$ cat src/rtl/pfd_pkg.sv
package pfd_pkg;

  // Drive state of the single-ended error output
  typedef enum logic [1:0] {
    DRV_FLOAT = 2'b00,
    DRV_HIGH  = 2'b01,
    DRV_LOW   = 2'b10
  } drv_e;

  // Index of each strobe path
  localparam int unsigned PATH_REF = 0;
  localparam int unsigned PATH_FB  = 1;
  localparam int unsigned NPATH    = 2;

endpackage

$ cat src/rtl/pfd_rst_sync.sv
module pfd_rst_sync #(
  parameter int unsigned STAGES = 2
) (
  input  logic clk,
  input  logic rst_n,
  output logic rst_n_sync
);

  localparam int unsigned LAST = STAGES - 1;

  logic [STAGES-1:0] sh_q;
  logic [STAGES-1:0] sh_d;

  always_comb begin
    sh_d = {sh_q[STAGES-2:0], 1'b1};
  end

  always_ff @(posedge clk or negedge rst_n) begin
    if (!rst_n) begin
      sh_q <= '0;
    end else begin
      sh_q <= sh_d;
    end
  end

  assign rst_n_sync = sh_q[LAST];

endmodule

$ cat src/rtl/pfd_strobe_edge.sv
module pfd_strobe_edge (
  input  logic clk,
  input  logic rst_n,
  input  logic strb,
  output logic evt
);

  logic prev_q;
  logic prev_d;
  logic prev_en;

  // Capture only on change, so the enable is explicit
  always_comb begin
    prev_en = strb ^ prev_q;
    prev_d  = strb;
  end

  always_ff @(posedge clk or negedge rst_n) begin
    if (!rst_n) begin
      prev_q <= 1'b0;
    end else if (prev_en) begin
      prev_q <= prev_d;
    end
  end

  assign evt = strb & ~prev_q;

endmodule

$ cat src/rtl/pfd_latch_pair.sv
module pfd_latch_pair (
  input  logic clk,
  input  logic rst_n,
  input  logic ref_evt,
  input  logic fb_evt,
  output logic up_q,
  output logic dn_q
);

  logic up_set;
  logic dn_set;
  logic both;
  logic up_d;
  logic dn_d;
  logic upd_en;

  always_comb begin
    up_set = up_q | ref_evt;
    dn_set = dn_q | fb_evt;
    both   = up_set & dn_set;
    up_d   = up_set & ~both;
    dn_d   = dn_set & ~both;
    upd_en = ref_evt | fb_evt;
  end

  always_ff @(posedge clk or negedge rst_n) begin
    if (!rst_n) begin
      up_q <= 1'b0;
      dn_q <= 1'b0;
    end else if (upd_en) begin
      up_q <= up_d;
      dn_q <= dn_d;
    end
  end

endmodule

$ cat src/rtl/pfd_drive.sv
module pfd_drive
  import pfd_pkg::*;
(
  input  logic up,
  input  logic dn,
  output logic oe,
  output logic lvl
);

  drv_e mode;

  always_comb begin
    unique case ({up, dn})
      2'b10:   mode = DRV_HIGH;
      2'b01:   mode = DRV_LOW;
      default: mode = DRV_FLOAT;
    endcase
  end

  always_comb begin
    oe  = (mode != DRV_FLOAT);
    lvl = (mode == DRV_HIGH);
  end

endmodule

$ cat src/rtl/pfd_top.sv
module pfd_top
  import pfd_pkg::*;
#(
  parameter int unsigned RST_STAGES = 2
) (
  input  logic clk,
  input  logic rst_n,
  input  logic ref_strb,
  input  logic fb_strb,
  output logic err_oe,
  output logic err_lvl,
  output logic up_q,
  output logic dn_q
);

  logic             rst_n_i;
  logic [NPATH-1:0] strb_vec;
  logic [NPATH-1:0] evt_vec;

  pfd_rst_sync #(.STAGES(RST_STAGES)) u_rst (
    .clk        (clk),
    .rst_n      (rst_n),
    .rst_n_sync (rst_n_i)
  );

  assign strb_vec[PATH_REF] = ref_strb;
  assign strb_vec[PATH_FB]  = fb_strb;

  for (genvar gi = 0; gi < NPATH; gi++) begin : g_edge
    pfd_strobe_edge u_edge (
      .clk   (clk),
      .rst_n (rst_n_i),
      .strb  (strb_vec[gi]),
      .evt   (evt_vec[gi])
    );
  end

  pfd_latch_pair u_pair (
    .clk     (clk),
    .rst_n   (rst_n_i),
    .ref_evt (evt_vec[PATH_REF]),
    .fb_evt  (evt_vec[PATH_FB]),
    .up_q    (up_q),
    .dn_q    (dn_q)
  );

  pfd_drive u_drv (
    .up  (up_q),
    .dn  (dn_q),
    .oe  (err_oe),
    .lvl (err_lvl)
  );

endmodule

$ cat config.mk
export PLATFORM = sky130hd
export DESIGN_NAME = pfd_top
export DESIGN_NICKNAME = d
export VERILOG_FILES = /design/src/rtl/pfd_pkg.sv /design/src/rtl/pfd_rst_sync.sv /design/src/rtl/pfd_strobe_edge.sv /design/src/rtl/pfd_latch_pair.sv /design/src/rtl/pfd_drive.sv /design/src/rtl/pfd_top.sv
export SDC_FILE = /design/constraint.sdc
export NUM_CORES = 1
export LEC_CHECK = 0
export BUFFER_PORTS_ARGS = -buffer_cell sky130_fd_sc_hd__buf_2
export CORE_AREA = 2 2 39 41
export DETAILED_ROUTE_END_ITERATION = 8
export DIE_AREA = 0 0 41 43
export SLEW_MARGIN = 0
export SYNTH_ARGS = -nofsm -noshare
export SYNTH_HDL_FRONTEND = slang
export SYNTH_SLANG_ARGS = --single-unit
export TNS_END_PERCENT = 5
$ cat constraint.sdc
create_clock -name clk -period 1 [get_ports clk]
set_clock_uncertainty 0.2 [all_clocks]
set_input_delay 0.05 -clock clk [delete_from_list [all_inputs] [get_ports clk]]
set_output_delay 0.05 -clock clk [all_outputs]
set_load 0.02 [all_outputs]
* Word-level counts from Yosys, hierarchy flattened *
Index checks and enable logic that the tools add are counted.

operators by class
  muxes and demuxes = 1
  eq/ne operators = 3
  bitwise gates (word level) = 13
  reductions and logical operators = 1

operator list
  cell                  number
  $and A1 B1 Y1         5
  $eq A2 B1 Y1 const B  2
  $pmux W2 S2           1
  $not A1 Y1            3
  $or A1 B1 Y1          3
  $eq A2 B2 Y1 const B  1
  $reduce_bool A2 Y1    1
  $xor A1 B1 Y1         2

word-level totals
  register bits after elaboration = 6

* Longest topological paths before layout *
  depth in word-level cells = 6
  mapped depth = 4
  mapped depth without buffers = 4

* Hierarchy *
From an unflattened synthesis, not the netlist that was laid out.

unflattened totals
  cells, all modules = 21
  area, all modules = 265.3 sq um

modules (own cells, without submodules)
  module           area each (sq um)  sequential area each (sq um)  times used  cells an instance
  pfd_strobe_edge  56.3               25.0                          2           4
  pfd_latch_pair   78.8               50.0                          1           7
  pfd_rst_sync     53.8               50.0                          1           3
  pfd_drive        20.0               0.0                           1           3

* Worst setup path before layout *
No wires, ideal clock.

  kind = reg-to-reg
  start point = register g_edge[0].u_edge.prev_q
  end point = register g_edge[0].u_edge.prev_q
  arrival time = 922 ps
  cell stages (with the launch flop) = 4
  library setup time = 125 ps
  path slack = -247 ps
  required time = 675 ps
  cells stage by stage = dfrtp_1 > inv_1 > ha_1 > mux2_2

on the way
  longest elaborated chain between the ends = 1

ends and longest elaborated chain
  element                 RTL line               source
  from (decl)             pfd_strobe_edge.sv:8   logic prev_q;
  from (signal assigned)  pfd_strobe_edge.sv:22  prev_q <= prev_d;
  $xor A1 B1 Y1           pfd_strobe_edge.sv:14  prev_en = strb ^ prev_q;

No other way between the ends.
A chain may end at the register's enable or synchronous reset.

* Worst setup path after layout *
  start point = register u_pair.up_q
  end point = output port err_oe

on the way
  longest elaborated chain between the ends = 3
  elaborated cells on any way between the ends = 4
  those cells by class = eq/ne (2); mux (1); reduce/logical (1)

ends and longest elaborated chain
  element                                              RTL line              source
  from (decl)                                          pfd_latch_pair.sv:6   output logic up_q,
  from (signal assigned)                               pfd_latch_pair.sv:31  up_q <= up_d;
  $eq A2 B1 Y1 / $eq A2 B2 Y1 (equally long branches)  pfd_drive.sv:13       unique case ({up, dn})
  $pmux W2 S2 (*)                                      pfd_drive.sv:13
  $reduce_bool A2 Y1 (*)                               pfd_drive.sv:21       oe = (mode != DRV_FLOAT);
  to (decl)                                            pfd_top.sv:10         output logic err_oe,

Every way passes the cells marked *; elsewhere a longest branch is shown, timed or not.

==> results.yml <==
outcome:
  status: "finished, violations left"
  failed_checks: "negative hold slack, negative setup slack"
routing:
  drc: 0
  via_count: 187
  drt_iter0_drc: 2
  drt_pass1_iterations: 2
  avgViaCountPerCell: 3.60
  drt-wirelength-per-cell_microns: 7.00
  wl_microns: 364
  ant_nets: 0
clocking:
  clk_pin_slew_worst_paths_ps: 40
  cts_num_sinks: 6
  clk_latency_ps: 230
  h-tree-depth: 1
  cts_root_buf: "clkbuf_4"
  cts-buffers-inserted: 3
  cts_buffer_depth: 2
  cts_tree: "built"
  postCtsHoldBufs: 2
logic_synthesis:
  synth.most_common_cell: "dfrtp_1"
  ys_async_sr_fraction_pct: 100
  syn_area_sq_um: 258
  synth-seq-area-share_pct: 58.3
  avgSynthCellArea_sq_um: 12.3
  synth_area_leaders: "dfrtp_1, ha_1, mux2_2"
  syn_nets: 28
  synth_cells: 21
  yosys-top-cells-count: "dfrtp_1, inv_1, ha_1"
  ys_warn_count: 0
  yosys.area.top_type_share_pct: 58.3
  synthFlopType: "dfrtp_1"
  ys_ff_latch: 6
  yosysTopAreaCell: "dfrtp_1"
  synth-edff-count: 0
  ys_types: 9
setup_path:
  path_max_fanout: 2
  arrival_ps: 1070
  crit_chain: "ha_1 > inv_1 > buf_6"
  end_kind: "primary output"
  cp-start-kind: "register"
  slowest_stage: "dfrtp_1"
  cp_data_required_time_ps: 750
  cpPeakStageDelay_ps: 370
  timing_worst_setup_path_type: "register to primary output"
run:
  cap_violations: 0
power_and_ir_drop:
  leakage_nw: 0.217
  p_per_area_nw_per_um2: 3190
  peakVddDrop_uv: 1000
placement:
  place.gp.congestion: 0.580
  post-place-ws_ps: -270
  io_buffers: 7
  dp_hpwl_microns: 297
  dp_cells: 46
  place_area_sq_um: 328
finish:
  syn_to_final_growth_pct: 67.0
  drive_above_1_share_pct: 50.0
  fin_area_sq_um: 430
  instances_no_fill: 52
  num_antenna_cells: 0
  num-nets-final: 45
global_routing:
  grt.overflow.total: 0
  grt_antenna_before_repair: 0
  grt_use_total_pct: 4.86
  grt_pass1_vias: 147
  grt_pass1_wl_microns: 517
  grt_start_max_net_pins: 5
sta:
  worst_slack_ps: -322
  final_hold_viol_count: 8
  maxSlewViolCount: 0
  holdWs_ps: -139
  fin_crit_ps: 1320
  period_share_pct: 132
  rsz0062_at_grt: "true"
  setup_tns_ps: -1550
  setup_viol: 8
  fmax_ghz: 0.756
die:
  rows: 14
  io_pins: 8
  die_h_microns: 43
  start_util_pct: 18.6
  coreArea_sq_um: 1380
  dieWidth_microns: 41
  die-area_sq_um: 1760
hold_path:
  hp-class: "register to asynchronous set/reset pin"
## worst paths after layout
| path | end | slack (ps) | startpoint | cells after the start |
|---|---|---|---|---|
| max reg2reg | g_edge[1].u_edge.prev_q$_DFFE_PN0P_ | -270 | g_edge[1].u_edge.prev_q$_DFFE_PN0P_ | 3 |
| max | err_oe | -320 | u_pair.up_q$_DFFE_PN0P_ | 3 |
| min reg2reg | g_edge[1].u_edge.prev_q$_DFFE_PN0P_ | -140 | u_rst.sh_q[1]$_DFF_PN0_ | 0 |
| min | g_edge[1].u_edge.prev_q$_DFFE_PN0P_ | -140 | u_rst.sh_q[1]$_DFF_PN0_ | 0 |
| min in group clk | g_edge[1].u_edge.prev_q$_DFFE_PN0P_ | -130 | fb_strb | 2 |
| max in group asynchronous | u_rst.sh_q[0]$_DFF_PN0_ | 50 | rst_n | 3 |
## registers in the layout (all words and copies together) (netlist names)
register              count
g_edge.u_edge.prev_q      2
u_pair.up_q               1
u_pair.dn_q               1
u_rst.sh_q                2
## logic make-up after synthesis
kind of cell | count (synthesis) | share of synthesized area (%)
flops | 6 | 58.3
buf+inv | 4 | 5.82
fa+ha+maj | 3 | 14.6
simple gates | 3 | 6.31
compound gates | 2 | 4.85
mux | 2 | 8.74
other cells | 1 | 1.45
## critical path: cells and delay by family (launching register included)
kind,cells,cell delay [ps]
adder cells (fa/ha/maj),1,290
flip-flops,1,370
buffers and inverters,2,180
## routing by layer
layer | track usage, % | share of wire [%] | up-vias
met5 | 0 | 0 | -
met4 | 4.00 | 0 | 0
met3 | 4.71 | 6.3 | 0
met2 | 6.25 | 45 | 6
met1 | 4.29 | 49 | 82
li1 | - | - | 99
## layout by cell type (no fill, tap or decap), drive strengths merged
cell,netlist,layout
nand2b,2,2
a211oi,1,1
buf,0,10
a21oi,1,1
mux2,2,2
dlygate4sd3,0,2
conb,1,1
nor2,1,1
clkbuf,0,3
dfrtp,6,6
ha,3,3
inv,4,4
## layout make-up
class	count	area, sq um
Clock buffer	3	22.5
Multi-Input combinational cell	11	116
Tap cell	16	20.0
Timing Repair Buffer	12	106
Sequential cell	6	150
Fill cell	138	953
Inverter	4	15.0
## report_power, final
group / internal [mW] / switching [mW] / total (mW)
clock network: 0.135 / 0.0715 / 0.206
registers: 0.329 / 0.0435 / 0.373
logic: 0.454 / 0.338 / 0.792
total: 0.918 / 0.453 / 1.37
## stage by stage
step	power, mW	utilization, %	hold WS (ps)
finish	1.37	31.1	-139
global route	1.49	31.1	-134
CTS	1.26	28.4	-136
detailed placement	0.907	23.7	-363
global placement	0.887	23.7	-364
floorplan	0.722	-	-446
## repair_timing
item	4_1_cts	5_1_grt
setup endpoints to repair	8	8
setup buffers	0	1
pin swaps	1	2
gates resized for setup	7	6
hold endpoints to repair	10	8
cloned	0	0
No activity file was read; power rests on OpenSTA's default activity.
